**config.mk**
```make
export PLATFORM = sky130hd
export DESIGN_NAME = qsine_ddfs
export DESIGN_NICKNAME = d
export VERILOG_FILES = /design/src/rtl/qsine_ddfs.sv
export SDC_FILE = /design/constraint.sdc
export NUM_CORES = 1
export LEC_CHECK = 0
export BUFFER_PORTS_ARGS = -buffer_cell sky130_fd_sc_hd__buf_4
export CAP_MARGIN = 20
export CORE_ASPECT_RATIO = 0.7
export CORE_UTILIZATION = 30
export DETAILED_ROUTE_END_ITERATION = 10
export PLACE_DENSITY_LB_ADDON = 0.1
export SLEW_MARGIN = 25
export SYNTH_ARGS = -nofsm -noshare
export SYNTH_HDL_FRONTEND = slang
export SYNTH_SLANG_ARGS = --single-unit
```
**constraint.sdc**
```tcl
create_clock -name clk -period 5.35 [get_ports clk]
set_input_delay 0.535 -clock clk [delete_from_list [all_inputs] [get_ports clk]]
set_output_delay 0.535 -clock clk [all_outputs]
set_load 0.02 [all_outputs]
```
**src/rtl/qsine_ddfs.sv**
```systemverilog
module qsine_ddfs #(
  parameter int ACC_W      = 24,
  parameter int PH_W       = 12,
  parameter int OUT_W      = 7,
  parameter int SUB_AMP_E4 = 2423
) (
  input  logic                    clk,
  input  logic                    rst,
  input  logic                    en,
  input  logic [ACC_W-1:0]        fcw,
  output logic signed [OUT_W-1:0] sample,
  output logic                    valid
);
  localparam int  ADDR_W  = PH_W - 2;
  localparam int  DEPTH   = 1 << ADDR_W;
  localparam int  MAG_W   = OUT_W - 1;
  localparam int  MAG_MAX = (1 << MAG_W) - 1;
  localparam real PI      = 3.14159265358979323846;

  function automatic real taylor_sin(real x);
    real term = x;
    real sum  = x;
    for (int k = 1; k < 14; k++) begin
      term = -term * x * x / ((2.0 * k) * (2.0 * k + 1.0));
      sum  = sum + term;
    end
    return sum;
  endfunction

  function automatic logic [DEPTH*MAG_W-1:0] build_table();
    logic [DEPTH*MAG_W-1:0] t = '0;
    real amp = real'(MAG_MAX) + real'(SUB_AMP_E4) / 10000.0;
    for (int i = 0; i < DEPTH; i++) begin
      real v = amp * taylor_sin((real'(i) + 0.5) * PI / real'(1 << (PH_W - 1)));
      int  r = $rtoi(v + 0.5);
      if (r > MAG_MAX) r = MAG_MAX;
      if (r < 0) r = 0;
      t[i*MAG_W +: MAG_W] = r[MAG_W-1:0];
    end
    return t;
  endfunction

  localparam logic [DEPTH*MAG_W-1:0] LUT = build_table();

  logic [ACC_W-1:0] acc;
  logic [MAG_W-1:0] mag_q;
  logic             neg_q;
  logic             pre_vld;

  wire [PH_W-1:0]   phase = acc[ACC_W-1 -: PH_W];
  wire [ADDR_W-1:0] addr  = phase[PH_W-2] ? ~phase[ADDR_W-1:0] : phase[ADDR_W-1:0];
  wire signed [OUT_W-1:0] mag_ext = {1'b0, mag_q};

  always_ff @(posedge clk) begin
    if (rst) begin
      acc     <= '0;
      mag_q   <= '0;
      neg_q   <= 1'b0;
      pre_vld <= 1'b0;
      sample  <= '0;
      valid   <= 1'b0;
    end else if (en) begin
      acc     <= acc + fcw;
      mag_q   <= LUT[int'(addr)*MAG_W +: MAG_W];
      neg_q   <= phase[PH_W-1];
      pre_vld <= 1'b1;
      sample  <= neg_q ? -mag_ext : mag_ext;
      valid   <= pre_vld;
    end
  end
endmodule

```
# After elaboration in Yosys (flattened, before gate mapping)
# Index checks and enable logic that the tools add are counted.
# word_totals
register_bits	40
latchBits	0
ram_bits	0
romBits	0
out_inout_bits	8
word_cells	13
mem_count	0
# op_classes
n_addsub	2
multipliers	1
n_div	0
n_lt_le_gt_ge	0
eq_ne	0
shift	1
n_mux	2
n_bitwise	1
reduce_logical	0
# ops
op	count
$shiftx A6144 B14 Y6 const A	1
$add A24 B24 Y24	1
$mul A10 B2 Y12 const B	1
$mux W10	1
$not A10 Y10	1
$mux W7	1
$neg A6 Y7	1

# Depth between registers and ports, before layout
# logic_depth
word_depth	4
ltp_mapped	12
ltp_nobuf	12

# Least setup slack after synthesis
# OpenSTA, ideal clock, no wires.
# synth_timing
path_type	in2reg
start	input port fcw[0]
end	register acc[22]
setup_time_ns	0.117
t_arrival_ns	3.020
t_required_ns	5.233
slack_ns	2.214
cell_stages	12
n_path_buf	0
cell_sequence	ha_1 -> fa_1 -> a21o_1 -> a21oi_1 -> o21ai_1 -> a41oi_2 -> o21bai_2 -> a31o_1 -> o311a_4 -> a311oi_2 -> xnor2_1 -> a22o_1
# synth_between
elab_chain_len	1
# synth_lines
element	line_no	text
start, declared	10	input logic [ACC_W-1:0] fcw,
$add A24 B24 Y24	63	acc <= acc + fcw;
end signal, assigned	63	
end, declared	45	logic [ACC_W-1:0] acc;
# Every way passes these cells.
# A chain may end at the register's enable or synchronous reset.

# Worst setup path after layout
# layout_timing
start	register acc[16]
end	register mag_q[0]
# layout_between
elab_chain_len	4
# layout_lines
element	line_no	text
$not A10 Y10	51	wire [ADDR_W-1:0] addr = phase[PH_W-2] ? ~phase[ADDR_W-1:0] : phase[ADDR_W-1:0];
$mux W10 (*)	51	
$mul A10 B2 Y12 (*)	64	mag_q <= LUT[int'(addr)*MAG_W +: MAG_W];
$shiftx A6144 B14 Y6 (*)	64	
end signal, assigned	64	
end, declared	46	logic [MAG_W-1:0] mag_q;
# Mark *: on every way between the ends. The rest lies on a longest branch, timed or not.

==> out/qor.csv <==
metric,value,unit
Initial Util,31.5,%
first-pass GRT wire length,22400,microns
NetSw,0.000934,W
Residual DRC,0,
CTS H-tree lvls,2,
normalized max-slew margin,33.6,%
DR iter-0 viols,455,
clock sinks,40,
worst skew pair latency,0.29,ns
total core area,13500,sq um
PortBufs,34,
"most common cell after layout, fill and taps aside",nor2_1,
synthesized-area fraction occupied by adder cells,7.54,%
setup repair bufs after CTS,0,
Post-DP HPWL,10100,microns
Leakage,1.93,nW
post-synthesis mux area share,5.95,%
compound-gate portion of the synthesized area,35.0,%
Hold Buf Count CTS,0,
Vias per Instance,5.72,
share of flip-flops with an asynchronous set or reset,0,%
GR Util met2,26.7,%
met1 GRT Util,30.8,%
share of layout cells above drive strength 1,9.90,%
I/O Pins,35,
Setup TNS Final,0,ns
r2r setup slk,1.82,ns
Synth Warn #,0,
First-pass DRT Iterations,5,
Sw Share,48.3,%
fillers,1490,
largest net degree at the start of global routing,55,
critical-path maximum fanout,15,
"CTS clk-pin slew, worst paths",0.07,ns
VDD IR-drop max,0.149,mV
sequential power share,21.5,%
"Cell Area, Synth",4250,sq um
predominant post-synthesis flop cell,dfxtp_1,
xor and xnor fraction of the mapped netlist area,6.39,%
number of CTS-inserted buffers,5,
Horiz. Die Dim,144,microns
register area,801,sq um
CTS tree,built,
"Seq/Total Area, Yosys",18.9,%
die area,14600,sq um
Yosys cell types,59,
syn avg cell area,6.98,sq um
Hold WC Path Type,flip-flop to flip-flop,
met3 usage,5.15,%
"most used cell, CP",o21ai_0,
"EDFF count, synth",0,
RSZ-0062 raised after global routing,false,
final hold violations,0,
Max clock buf depth,2,
Pins Over Slew Limit,0,
die height,102,microns
largest family of logic cells by synthesized area,compound AO/OA/AOI/OAI gates,
max_cap viols,0,
"antenna viol nets, final",0,
Buf/Inv on CP,1,
crit-path cells,clkinv_1 > nor2_1 > nand2_1 > o21ai_0 > a211oi_1 > a221oi_1 > o21ai_0 > a311oi_1 > nor3_1,
most frequent cells in the layout,"nor2_1 (94), a21oi_1 (62), nand2_1 (54)",
gr busiest metal,met1,
initial antenna violation count,1,
Max Clock Freq,0.283,GHz
grt ovf,0,
CTS root buf,clkbuf_16,
Area Overhead vs Synth,13.3,%
Startpoint Class,flip-flop,
# setup viols final,0,
Post-Synthesis Cells,608,
vias in the first global route,4161,
syn_nets,660,
Worst Tran Pin Value,0.992,ns
cell row count,35,
CP endpoint kind,flip-flop,
CP max stage delay,0.73,ns
Setup Skew,0.00632,ns
Seq cells post-synth,40,
routed vias,4580,
DR WL/cell,17.1,microns
Total GRT Usage,19.8,%
Antenna diodes,0,
area of the multi-input gates,3220,sq um
Logic pwr share,60.2,%
Clk pwr share,18.3,%
internal power,0.000998,W
outcome,"complete, no violations",
total wire length,13700,microns
cell family with most CP delay,compound AO/OA/AOI/OAI gates,
crit path max-delay cell type,dfxtp_1,
GP Congestion,0.945,
worst hold slack,0.470,ns
Final Critical Period,3.53,ns
post-synthesis simple-gate area fraction,20.9,%
required time of the critical path,5.51,ns
CP arrival,3.69,ns
post_cts resized,0,
CP Class,flip-flop to flip-flop,
fin crit share,66.1,%
Nets,667,
P per Cell Area,402,nW/um^2
Yosys cell counts (4+ instances only):
cell type  count  area share [%]
ha_1          24             7.1
mux2i_1       23             5.4
or3_1          4            0.59
o311ai_0       8             1.7
dfxtp_1       40              19
o21ai_0       38             4.5
nand2_1       54             4.8
a211oi_1      16             2.8
a221oi_1       8             1.7
a31oi_1       12             1.8
o31ai_1        5            0.88
xnor2_1       19             3.9
xor2_1        12             2.5
o221ai_1       4            0.82
a21o_1         7             1.2
o22ai_1       10             1.5
nor2b_1        8             1.2
nor3_1        18             2.1
clkbuf_1      35             3.1
o211ai_1       9             1.6
nand3_1        7            0.82
nor2_1        94             8.3
inv_1         15             1.3
a21oi_1       62             7.3
nand2b_1      11             1.6
a311oi_1      10             2.1
buf_1          6            0.53
a22oi_1        4            0.71
worst min-delay path: cells and delay by family (launching register included):
family	cells	cell delay, ns
flip-flops	1	0.31
AND/OR/NAND/NOR	1	0.06
AO/OA/AOI/OAI	1	0.05
layout make-up:
| class | count | area share [%] |
|---|---|---|
| inverter | 17 | 1.33 |
| clock buffer | 5 | 2.60 |
| tap | 185 | 4.81 |
| timing repair buffer | 43 | 6.71 |
| sequential | 40 | 16.6 |
| clock inverter | 3 | 0.989 |
| multi-input combinational | 508 | 66.9 |
stage by stage:
stage | power (W) | util (%) | setup WS, ns | std cells | cell area (sq um)
floorplan | 0.00126 | - | 2.21 | 608 | 4250
detailed placement | 0.00156 | 34.4 | 1.80 | 793 | 4640
CTS | 0.00192 | 35.7 | 1.97 | 801 | 4810
global placement | 0.00157 | 34.4 | 1.87 | 793 | 4640
global route | 0.00209 | 35.7 | 1.56 | 801 | 4810
finish | 0.00193 | 35.7 | 1.82 | 801 | 4810
layer usage:
layer / up-vias / routed length (microns)
met2: 175 / 5410
met4: 2 / 56
met3: 6 / 1220
met1: 2124 / 7030
li1: 2273 / -
met5: - / 9
path summary, 6_finish.rpt:
kind	start	end	cells after the start
hold / removal	sample[6]	sample[6]	2
hold reg to reg	sample[6]	sample[6]	2
setup reg to reg	acc[16]	mag_q[0]	9
setup / recovery	acc[16]	mag_q[0]	9
kinds of logic (layout without fill, tap and decap cells):
logic type                 count (synthesis)  count (layout)
and+or+nand+nor                          206             206
muxes                                     25              25
DFF                                       40              40
buffers and inverters                     60              68
adders and majority gates                 25              25
xor gates and xnor gates                  31              31
AOI/OAI and AO/OA                        221             221
flip-flops by register name, indices dropped and copies added, names as in the netlist:
register and flops:
acc 24, neg_q 1, valid 1, sample 7, pre_vld 1, mag_q 6
power by group through the flow:
stage          Clock (W)  Combinational [W]  Sequential, W
6_report        0.000354            0.00116       0.000414
5_1_grt         0.000385            0.00128       0.000424
4_1_cts         0.000369            0.00114       0.000413
3_5_place_dp           0            0.00114       0.000420
3_3_place_gp           0            0.00115       0.000418
2_1_floorplan          0           0.000868       0.000392
(Power assumes the default switching activity.)
